===== config.mk =====
export PLATFORM = sky130hd
export DESIGN_NAME = msgbuf_port
export DESIGN_NICKNAME = d
export VERILOG_FILES = /design/src/rtl/msgbuf_pkg.sv /design/src/rtl/msgbuf_hostptr.sv /design/src/rtl/msgbuf_tx.sv /design/src/rtl/msgbuf_rx.sv /design/src/rtl/msgbuf_port.sv
export SDC_FILE = /design/constraint.sdc
export NUM_CORES = 2
export LEC_CHECK = 0
export BUFFER_PORTS_ARGS = -buffer_cell sky130_fd_sc_hd__buf_2
export CORE_ASPECT_RATIO = 1.1
export CORE_MARGIN = 1
export CORE_UTILIZATION = 30
export CTS_BUF_LIST = sky130_fd_sc_hd__clkbuf_4
export DETAILED_ROUTE_END_ITERATION = 12
export PLACE_DENSITY = 0.45
export SLEW_MARGIN = 10
export SYNTH_ARGS = -nofsm -noshare
export SYNTH_HDL_FRONTEND = slang
export SYNTH_HIERARCHICAL = 1
export SYNTH_SLANG_ARGS = --single-unit

===== constraint.sdc =====
create_clock -name clk -period 6.3 [get_ports clk]
set_clock_uncertainty 0.2 [all_clocks]
set_input_delay 1.26 -clock clk [delete_from_list [all_inputs] [get_ports clk]]
set_output_delay 1.26 -clock clk [all_outputs]
set_load 0.01 [all_outputs]

===== src/rtl/msgbuf_pkg.sv =====
package msgbuf_pkg;
  localparam int NBUF = 2;

  localparam logic [2:0] ADDR_WIN0  = 3'd0;
  localparam logic [2:0] ADDR_WIN1  = 3'd1;
  localparam logic [2:0] ADDR_TXCNT = 3'd2;
  localparam logic [2:0] ADDR_RXCNT = 3'd3;
  localparam logic [2:0] ADDR_STAT  = 3'd4;

  // Saturating pointer step: never goes above lim.
  function automatic int unsigned sat_inc(int unsigned v, int unsigned lim);
    return (v >= lim) ? lim : v + 1;
  endfunction

  // A transmit length is legal when it is 1..lim bytes.
  function automatic logic count_ok(int unsigned c, int unsigned lim);
    return (c >= 1) && (c <= lim);
  endfunction
endpackage


===== src/rtl/msgbuf_hostptr.sv =====
module msgbuf_hostptr
  import msgbuf_pkg::*;
#(
  parameter int BYTES = 64,
  localparam int PW = $clog2(BYTES)
) (
  input  logic            clk,
  input  logic            rst_n,
  input  logic [NBUF-1:0] adv,
  input  logic [NBUF-1:0] clr,
  output logic [PW-1:0]   ptr [NBUF]
);
  for (genvar i = 0; i < NBUF; i++) begin : g_ptr
    always_ff @(posedge clk) begin
      if (!rst_n)      ptr[i] <= '0;
      else if (clr[i]) ptr[i] <= '0;
      else if (adv[i]) ptr[i] <= PW'(sat_inc(32'(ptr[i]), BYTES - 1));
    end
  end
endmodule


===== src/rtl/msgbuf_tx.sv =====
module msgbuf_tx
  import msgbuf_pkg::*;
#(
  parameter int BYTES = 64,
  parameter int DW    = 8,
  localparam int PW = $clog2(BYTES),
  localparam int CW = PW + 1
) (
  input  logic          clk,
  input  logic          rst_n,
  input  logic          wr_en,
  input  logic          wr_buf,
  input  logic [PW-1:0] wr_ptr,
  input  logic [DW-1:0] wr_data,
  input  logic          commit_req,
  input  logic [DW-2:0] commit_len,
  input  logic          tx_ready,
  output logic          free_buf,
  output logic          pending,
  output logic          commit_ok,
  output logic          tx_valid,
  output logic [DW-1:0] tx_data,
  output logic          tx_last,
  output logic          tx_done
);
  logic [DW-1:0]   mem [NBUF][BYTES];
  logic [NBUF-1:0] committed;
  logic [CW-1:0]   len [NBUF];
  logic            load_sel, send_sel;
  logic [PW-1:0]   send_idx;

  assign commit_ok = commit_req && count_ok(32'(commit_len), BYTES) && !committed[load_sel];
  assign free_buf  = load_sel;
  assign pending   = committed[load_sel];
  assign tx_valid  = committed[send_sel];
  assign tx_data   = mem[send_sel][send_idx];
  assign tx_last   = (CW'(send_idx) + CW'(1)) == len[send_sel];
  assign tx_done   = tx_valid && tx_ready && tx_last;

  for (genvar b = 0; b < NBUF; b++) begin : g_bank
    always_ff @(posedge clk) begin
      if (!rst_n) begin
        for (int k = 0; k < BYTES; k++) mem[b][k] <= '0;
      end else if (wr_en && wr_buf == 1'(b) && !committed[b]) begin
        mem[b][wr_ptr] <= wr_data;
      end
    end
  end

  always_ff @(posedge clk) begin
    if (!rst_n) begin
      committed <= '0;
      load_sel  <= 1'b0;
      send_sel  <= 1'b0;
      send_idx  <= '0;
      for (int k = 0; k < NBUF; k++) len[k] <= '0;
    end else begin
      if (commit_ok) begin
        committed[load_sel] <= 1'b1;
        len[load_sel]       <= CW'(commit_len);
        load_sel            <= ~load_sel;
      end
      if (tx_valid && tx_ready) begin
        if (tx_last) begin
          committed[send_sel] <= 1'b0;
          send_idx            <= '0;
          send_sel            <= ~send_sel;
        end else begin
          send_idx <= send_idx + PW'(1);
        end
      end
    end
  end
endmodule


===== src/rtl/msgbuf_rx.sv =====
module msgbuf_rx
  import msgbuf_pkg::*;
#(
  parameter int BYTES = 64,
  parameter int DW    = 8,
  localparam int PW = $clog2(BYTES),
  localparam int CW = PW + 1
) (
  input  logic            clk,
  input  logic            rst_n,
  input  logic            rx_valid,
  input  logic [DW-1:0]   rx_data,
  input  logic            rx_last,
  input  logic            rd_buf,
  input  logic [PW-1:0]   rd_ptr,
  input  logic            release_req,
  input  logic            ack_eot,
  input  logic            clr_ovr,
  output logic [DW-1:0]   rd_data,
  output logic            ready_buf,
  output logic [CW-1:0]   ready_len,
  output logic            eot,
  output logic            ovr,
  output logic [NBUF-1:0] held,
  output logic            msg_start,
  output logic            msg_done,
  output logic            both_held
);
  logic [DW-1:0] mem [NBUF][BYTES];
  logic [CW-1:0] len [NBUF];
  logic          busy, cur, drop, pref;
  logic [CW-1:0] cnt;

  logic            sel, dropping, wr_ok;
  logic [CW-1:0]   base, cnt_new;
  logic [NBUF-1:0] held_n;
  logic            rdy_n;

  always_comb begin
    both_held = &held;
    msg_start = rx_valid && !busy;
    sel       = busy ? cur : (!held[pref] ? pref : ~pref);
    dropping  = busy ? drop : both_held;
    base      = busy ? cnt : '0;
    wr_ok     = rx_valid && !dropping && (base < CW'(BYTES));
    cnt_new   = base + (wr_ok ? CW'(1) : CW'(0));
    msg_done  = rx_valid && rx_last && !dropping;
    held_n    = held;
    rdy_n     = ready_buf;
    if (release_req && held[ready_buf]) begin
      held_n[ready_buf] = 1'b0;
      rdy_n             = ~ready_buf;
    end
    if (msg_done) begin
      if (!held_n[~sel]) rdy_n = sel;
      held_n[sel] = 1'b1;
    end
  end

  assign rd_data   = mem[rd_buf][rd_ptr];
  assign ready_len = held[ready_buf] ? len[ready_buf] : '0;

  for (genvar b = 0; b < NBUF; b++) begin : g_bank
    always_ff @(posedge clk) begin
      if (!rst_n) begin
        for (int k = 0; k < BYTES; k++) mem[b][k] <= '0;
        len[b] <= '0;
      end else begin
        if (wr_ok && sel == 1'(b)) mem[b][base[PW-1:0]] <= rx_data;
        if (msg_done && sel == 1'(b)) len[b] <= cnt_new;
      end
    end
  end

  always_ff @(posedge clk) begin
    if (!rst_n) begin
      held <= '0; ready_buf <= 1'b0; busy <= 1'b0; cur <= 1'b0;
      drop <= 1'b0; pref <= 1'b0; cnt <= '0; eot <= 1'b0; ovr <= 1'b0;
    end else begin
      held      <= held_n;
      ready_buf <= rdy_n;
      if (rx_valid) begin
        busy <= !rx_last;
        cur  <= sel;
        drop <= dropping;
        cnt  <= cnt_new;
      end
      if (msg_done) pref <= ~sel;
      if (msg_done)     eot <= 1'b1;
      else if (ack_eot) eot <= 1'b0;
      if (msg_start && both_held) ovr <= 1'b1;
      else if (clr_ovr)           ovr <= 1'b0;
    end
  end
endmodule


===== src/rtl/msgbuf_port.sv =====
module msgbuf_port
  import msgbuf_pkg::*;
#(
  parameter int BYTES = 64,
  parameter int DW    = 8,
  parameter int AW    = 3,
  localparam int PW = $clog2(BYTES),
  localparam int CW = PW + 1
) (
  input  logic          clk,
  input  logic          rst_n,
  input  logic [AW-1:0] host_addr,
  input  logic          host_wr,
  input  logic          host_rd,
  input  logic [DW-1:0] host_wdata,
  output logic [DW-1:0] host_rdata,
  output logic          irq,
  input  logic          rx_valid,
  input  logic [DW-1:0] rx_data,
  input  logic          rx_last,
  output logic          tx_valid,
  output logic [DW-1:0] tx_data,
  output logic          tx_last,
  input  logic          tx_ready
);
  logic [PW-1:0]   host_ptr [NBUF];
  logic [NBUF-1:0] ptr_adv, ptr_clr;
  logic            win_hit, win_sel, ack_eot, commit_ok, tx_done;
  logic            free_buf, pending, ready_buf, eot, ovr;
  logic            msg_start, msg_done, both_held;
  logic [NBUF-1:0] held;
  logic [CW-1:0]   ready_len;
  logic [DW-1:0]   rx_rd_data;

  assign win_hit = (host_addr == AW'(ADDR_WIN0)) || (host_addr == AW'(ADDR_WIN1));
  assign win_sel = host_addr[0];
  assign ack_eot = host_wr && host_addr == AW'(ADDR_STAT) && host_wdata[0];

  for (genvar i = 0; i < NBUF; i++) begin : g_ctl
    assign ptr_adv[i] = (host_wr || host_rd) && win_hit && win_sel == 1'(i);
    assign ptr_clr[i] = (commit_ok && free_buf == 1'(i)) || (ack_eot && ready_buf == 1'(i));
  end

  msgbuf_hostptr #(.BYTES(BYTES)) u_ptr (
    .clk(clk), .rst_n(rst_n), .adv(ptr_adv), .clr(ptr_clr), .ptr(host_ptr)
  );

  msgbuf_tx #(.BYTES(BYTES), .DW(DW)) u_tx (
    .clk(clk), .rst_n(rst_n),
    .wr_en(host_wr && win_hit), .wr_buf(win_sel), .wr_ptr(host_ptr[win_sel]),
    .wr_data(host_wdata),
    .commit_req(host_wr && host_addr == AW'(ADDR_TXCNT)),
    .commit_len(host_wdata[DW-2:0]), .tx_ready(tx_ready),
    .free_buf(free_buf), .pending(pending), .commit_ok(commit_ok),
    .tx_valid(tx_valid), .tx_data(tx_data), .tx_last(tx_last), .tx_done(tx_done)
  );

  msgbuf_rx #(.BYTES(BYTES), .DW(DW)) u_rx (
    .clk(clk), .rst_n(rst_n),
    .rx_valid(rx_valid), .rx_data(rx_data), .rx_last(rx_last),
    .rd_buf(win_sel), .rd_ptr(host_ptr[win_sel]),
    .release_req(host_wr && host_addr == AW'(ADDR_RXCNT)),
    .ack_eot(ack_eot),
    .clr_ovr(host_wr && host_addr == AW'(ADDR_STAT) && host_wdata[1]),
    .rd_data(rx_rd_data), .ready_buf(ready_buf), .ready_len(ready_len),
    .eot(eot), .ovr(ovr), .held(held),
    .msg_start(msg_start), .msg_done(msg_done), .both_held(both_held)
  );

  assign irq = eot;

  always_comb begin
    host_rdata = '0;
    if (win_hit)                              host_rdata = rx_rd_data;
    else if (host_addr == AW'(ADDR_TXCNT))    host_rdata = {free_buf, pending, (DW-2)'(0)};
    else if (host_addr == AW'(ADDR_RXCNT))    host_rdata = {ready_buf, (DW-1)'(ready_len)};
    else if (host_addr == AW'(ADDR_STAT))     host_rdata = {(DW-2)'(0), ovr, eot};
  end
endmodule


---- After elaboration in Yosys (flattened, before gate mapping) ----
Memories as Yosys holds them, arrays and structs flattened. A register that Yosys moved wholly into a read port is not among the register bits.
Index checks and enable logic that the tools add are counted.
word-level totals
  memories kept ........................... 4
  bits in writable memories ............... 2076
  flip-flop bits (word level) ............. 38
  output and inout bits ................... 19
  word-level logic and storage cells ...... 4310
  input bits .............................. 26
memories
  memory    words  width  rd ports  clocked after memory_dff  write ports  line             source
  u_rx.mem  2      512    1         0                         2            msgbuf_rx.sv:29  logic [DW-1:0] mem [NBUF][BYTES];
  u_tx.mem  2      512    1         1                         2            msgbuf_tx.sv:26  logic [DW-1:0] mem [NBUF][BYTES];
  u_rx.len  2      7      1         1                         2            msgbuf_rx.sv:30  logic [CW-1:0] len [NBUF];
  u_tx.len  2      7      1         1                         2            msgbuf_tx.sv:28  logic [CW-1:0] len [NBUF];
operators by class
  eq/ne operators ......................... 5
  reductions and logical operators ........ 56
  order comparisons ....................... 21
  bitwise gates (word level) .............. 2067
  mux-type cells .......................... 2137
  $add $sub $neg .......................... 5
operator list
  operator                                                                      number
  1-bit 2-to-1 mux                                                              2098
  1-bit OR                                                                      2050
  512-bit 2-to-1 mux                                                            4
  8-bit binary-select mux with 6-bit select                                     2
  8-bit demux with 6-bit select                                                 2
  8-bit 2-to-1 mux                                                              9
  1-bit logical AND                                                             38
  6-bit 2-to-1 mux                                                              6
  7-bit 2-to-1 mux                                                              5
  7-bit >= comparator, second input constant                                    3
  6-bit NOT with 7-bit output                                                   3
  6-bit by 1-bit adder with 6-bit output, second input constant                 3
  7-bit by 1-bit less-than comparator with 1-bit output, second input constant  2
  2-bit 2-to-1 mux                                                              7
  6-bit >= comparator, second input constant                                    2
  1-bit by 2-bit less-than comparator with 1-bit output, second input constant  6
  6-bit by 1-bit adder with 7-bit output, second input constant                 1
  7-bit adder                                                                   1
  7-bit equality test                                                           1
  7-bit by 1-bit >= comparator with 1-bit output, second input constant         1
  7-bit less-or-equal comparator, second input constant                         1
  7-bit less-than comparator, second input constant                             1
  1-bit NOT                                                                     7
  7-bit OR reduction                                                            1
  other kinds (16)                                                              37

---- Depth between registers and ports, before layout ----
  depth in word-level cells ............... 12
  mapped depth ............................ 11
  gate-level depth less buffers ........... 8

---- Hierarchy ----
The synthesis kept the hierarchy.
modules (own cells, without submodules)
  module          instances  seq. area each (sq um)  cells each  area each (sq um)
  msgbuf_rx       1          31510.2                 3091        49105.8
  msgbuf_tx       1          31390.1                 3443        48914.4
  msgbuf_hostptr  1          240.2                   63          569.3
  msgbuf_port     1          0.0                     51          399.1

---- Worst setup path after synthesis ----
Ideal clock, no wire load.
  kind .................................... in2out
  start point ............................. input port host_addr[0]
  end point ............................... output port host_rdata[0]
  stages .................................. 10
  data arrival time ....................... 4187 ps
  data required time ...................... 4840 ps
  path buffers ............................ 4
  slack ................................... 653 ps
  cell sequence ........................... buf_6 buf_6 mux2_4 clkbuf_1 buf_1 mux4_2 mux4_2 mux4_2 mux2_2 a211o_1
on the way
  longest elaborated chain between the ends .. 9
  elaborated cells between the ends (all ways) .. 19
  those cells by class .................... eq/ne: 4; mux: 10; bitwise: 2; reduce/logical: 2; memory: 1
RTL lines
  what                                                      line               source
  start: declaration                                        msgbuf_port.sv:12  input logic [AW-1:0] host_addr,
  1-bit NOT with 2-bit output (not written as such)         msgbuf_port.sv:61  .rd_buf(win_sel), .rd_ptr(host_ptr[win_sel]),
  6-bit 2-to-1 mux (not written as such) (3 in series)      msgbuf_port.sv:61
  6-bit NOT with 7-bit output (not written as such)         msgbuf_rx.sv:60    assign rd_data = mem[rd_buf][rd_ptr];
  8-bit binary-select mux with 6-bit select (*)             msgbuf_rx.sv:60
  8-bit 2-to-1 mux (not written as such) (*) (2 in series)  msgbuf_rx.sv:60
  via rx_rd_data[0]                                         msgbuf_port.sv:33  logic [DW-1:0] rx_rd_data;
  8-bit 2-to-1 mux (*)                                      msgbuf_port.sv:74  if (win_hit) host_rdata = rx_rd_data;
  end: declaration                                          msgbuf_port.sv:16  output logic [DW-1:0] host_rdata,
The timed path passes the listed nets; every way through them passes the cells marked *. The select of a mux whose other input is x is not followed.

---- Final worst setup path ----
  start point ............................. register u_ptr/ptr[1] (netlist bit)
  end point ............................... output port host_rdata[1]
on the way
  longest elaborated chain between the ends .. 8
RTL lines
  what                                                  line                  source
  start: declaration                                    msgbuf_hostptr.sv:11  output logic [PW-1:0] ptr [NBUF]
  start signal: indexed assignment                      msgbuf_hostptr.sv:17  else if (adv[i]) ptr[i] <= PW'(sat_inc(32'(ptr[i]), BYTES - 1));
  6-bit 2-to-1 mux (not written as such) (3 in series)  msgbuf_port.sv:61
  6-bit NOT with 7-bit output (not written as such)     msgbuf_rx.sv:60
  8-bit binary-select mux with 6-bit select             msgbuf_rx.sv:60
  8-bit 2-to-1 mux (not written as such) (2 in series)  msgbuf_rx.sv:60
  via rx_rd_data[1]                                     msgbuf_port.sv:33
  8-bit 2-to-1 mux                                      msgbuf_port.sv:74
The timed path passes the listed nets, and every way through them passes these cells. The select of a mux whose other input is x is not followed.

==> flow_metrics.tcl <==
set metrics [dict create \
    clk_latency_ps 1300 \
    clk_pin_slew_worst_paths_ps 70 \
    yosys-top-cells-area "edfxtp_1 (63%), and2_1 (13%), mux4_2 (11%)" \
    path_class "flip-flop to output port" \
    fin_crit_sh 0.975 \
    clockBufferDepth 4 \
    first_iter_violations 4737 \
    seqPwrFrac 0.531 \
    firstDrtPassIters 5 \
    netlist_top_cells_count "edfxtp_1 (2076), and2_1 (2073), mux4_2 (498)" \
    intPower_mw 23.3 \
    p_clk_frac 0.416 \
    die-area_um2 332000 \
    avgSynthCellArea_um2 14.9 \
    synth-edff-count 2076 \
    core_region_area_um2 327000 \
    p_per_area_nw_per_um2 271 \
    synth_warnings 6 \
    regArea_um2 63200 \
    fin_crit_ps 6140 \
    worstMarginPinSlew_ps 1220 \
    cts.sinks 2116 \
    hold_class "primary input to flip-flop" \
    antenna_found_initial 16 \
    synth_top_area_frac 0.630 \
    finalMaxSlewViolations 0 \
    clockRootBuffer "clkbuf_4" \
    drtAntennaViolNets 0 \
    cp_slowest_cell "mux4_2" \
    seq_area_frac_synth 0.638 \
    async_flop_share 0 \
    status "finished clean" \
    peakVddDrop_v 0.000156 \
    netlist_instances 6648 \
    swShare 0.239 \
    vias 58500 \
    multi_input_area_um2 33600 \
    htree_levels 6 \
    dp_hpwl_um 195000 \
    numPortBuffers 44 \
    wire_per_inst_um 26.3 \
    gp_congestion 0.828 \
    start_util 0.302 \
    yosysTopAreaCell "edfxtp_1" \
    final_net_count 7116 \
    grt_max_degree 129 \
    p_leak_nw 39.0 \
    worstPathArrival_ps 4680 \
    synth_cell_types 69 \
    die_y_um 604 \
    hold_viol_final 0 \
    fillers 31500 \
    cts_tree "done" \
    dpl-instance-area_um2 105000 \
    path_cells "buf_6, mux2_4, buf_6, mux4_2, mux4_2, mux4_2, mux2_4, a211o_4, buf_6" \
    track_usage 0.185 \
    grt_pass1_wl_um 443000 \
    viasPerCell 4.94 \
    total_power_mw 30.6 \
    synth_area_um2 99000 \
    drive_above_1_share 0.251 \
    critPathLaunchType "flip-flop" \
    synth_nets 6679 \
    required_ps 4840 \
    fin_area_um2 113000 \
    num_io_pins 45 \
    routed_wirelength_um 312000 \
    max-cap-violations 0 \
    grt_pass1_vias 59800 \
    drc 0 \
    slew_headroom 0.176 \
    dieWidth_um 550 \
    endpoint_kind "output port" \
    setup_violations 0 \
    synth-seq-cells 2116 \
    synth-main-ff-cell "edfxtp_1" \
    synth_most_common_cell "edfxtp_1" \
    p_switching_mw 7.30 \
    overflow 0 \
    max_freq_mhz 163 \
    slowest_delay_ps 620 \
    cp_max_fo 8 \
    cts-buffers-inserted 594 \
    rows 220 \
    area_growth_syn_to_layout_pct 14.2 \
    combPwrFrac 0.053 \
]
logic make-up after synthesis:
family,synth area share
buffers and inverters,0.0248
adders and majority gates,0.000632
AOI/OAI and AO/OA,0.0278
xor gates and xnor gates,0.00150
muxes,0.137
and+or+nand+nor,0.170
DFF,0.638
per-stage QoR:
| step | cells | TNS (ps) | hold WS [ps] | utilization | worst slack [ps] |
|---|---|---|---|---|---|
| 2_1_floorplan | 6648 | 0 | 248 | - | 653 |
| 3_3_place_gp | 10800 | 0 | 272 | 0.321 | 101 |
| 6_report | 11900 | 0 | 173 | 0.345 | 157 |
| 5_1_grt | 11800 | -46.7 | 31.2 | 0.345 | -27.7 |
| 4_1_cts | 11800 | -54.3 | 12.4 | 0.345 | -29.8 |
| 3_5_place_dp | 10800 | 0 | 278 | 0.321 | 96.3 |
worst paths after layout:
path                                    start           endpoint  slack (ps)  depth (start not counted)
worst max-delay path             u_ptr/ptr[1]      host_rdata[1]         160                          9
worst min-delay path                 rx_valid          u_rx/busy         170                          2
worst max register to register    u_rx/cnt[4]   u_rx/mem[1][331]        2300                          4
worst min register to register  u_tx/send_sel  u_tx/committed[1]         290                          1
power groups by stage:
stage	Combinational (mW)	Clock, mW	Sequential (mW)
floorplan	0.947	0	16.4
global placement	1.63	0	16.6
detailed placement	1.65	0	16.5
CTS	1.67	13.2	16.3
global route	1.73	13.9	16.3
finish	1.63	12.7	16.2
timing repair:
item                                    in CTS  in global routing
resized for setup                           35                  2
pin swaps                                    0                  0
cloned                                       7                  0
endpoints found under the hold margin        1                  0
hold buffers                                 1                  0
endpoints found under the setup margin      12                  4
setup buffers                                6                  1
layer usage:
layer / global-route usage / up-vias / routed length, um
met5: 0 / - / 58
met4: 0.0531 / 8 / 7930
met3: 0.0291 / 468 / 15700
met2: 0.318 / 1889 / 157000
met1: 0.240 / 30200 / 132000
li1: - / 26000 / -
area by class of cell:
class	instances	share of cell area
clock inverter	147	0.00820
tap	4329	0.0479
clock buffer	872	0.0579
antenna	14	0.000310
timing repair buffer	389	0.0295
multi-input combinational	3970	0.297
inverter	14	0.000465
sequential	2116	0.559
registers in the layout, summed over array words and instances (netlist names), 2 cells and up, named ones only:
name            flops
u_tx/mem         1024
u_tx/send_idx       6
u_ptr/ptr          12
u_rx/cnt            7
u_rx/len           14
u_tx/len           14
u_rx/mem         1024
u_rx/held           2
u_tx/committed      2
cell usage in the layout, fill, tap and decap left out, types with 130 or more instances in the layout:
master,count
and2_1,2073
clkbuf_4,872
nor4_1,130
edfxtp_1,2076
mux2i_1,217
buf_4,318
mux4_2,498
nand2b_1,152
o21ai_0,145
nor2_1,166
critical path: cells and delay by family (launching register included):
kind,cells,cell delay (ps)
compound gates,1,360
buf+inv,3,450
flops,1,380
mux,5,2160
Power figures use the tool's default switching activity.
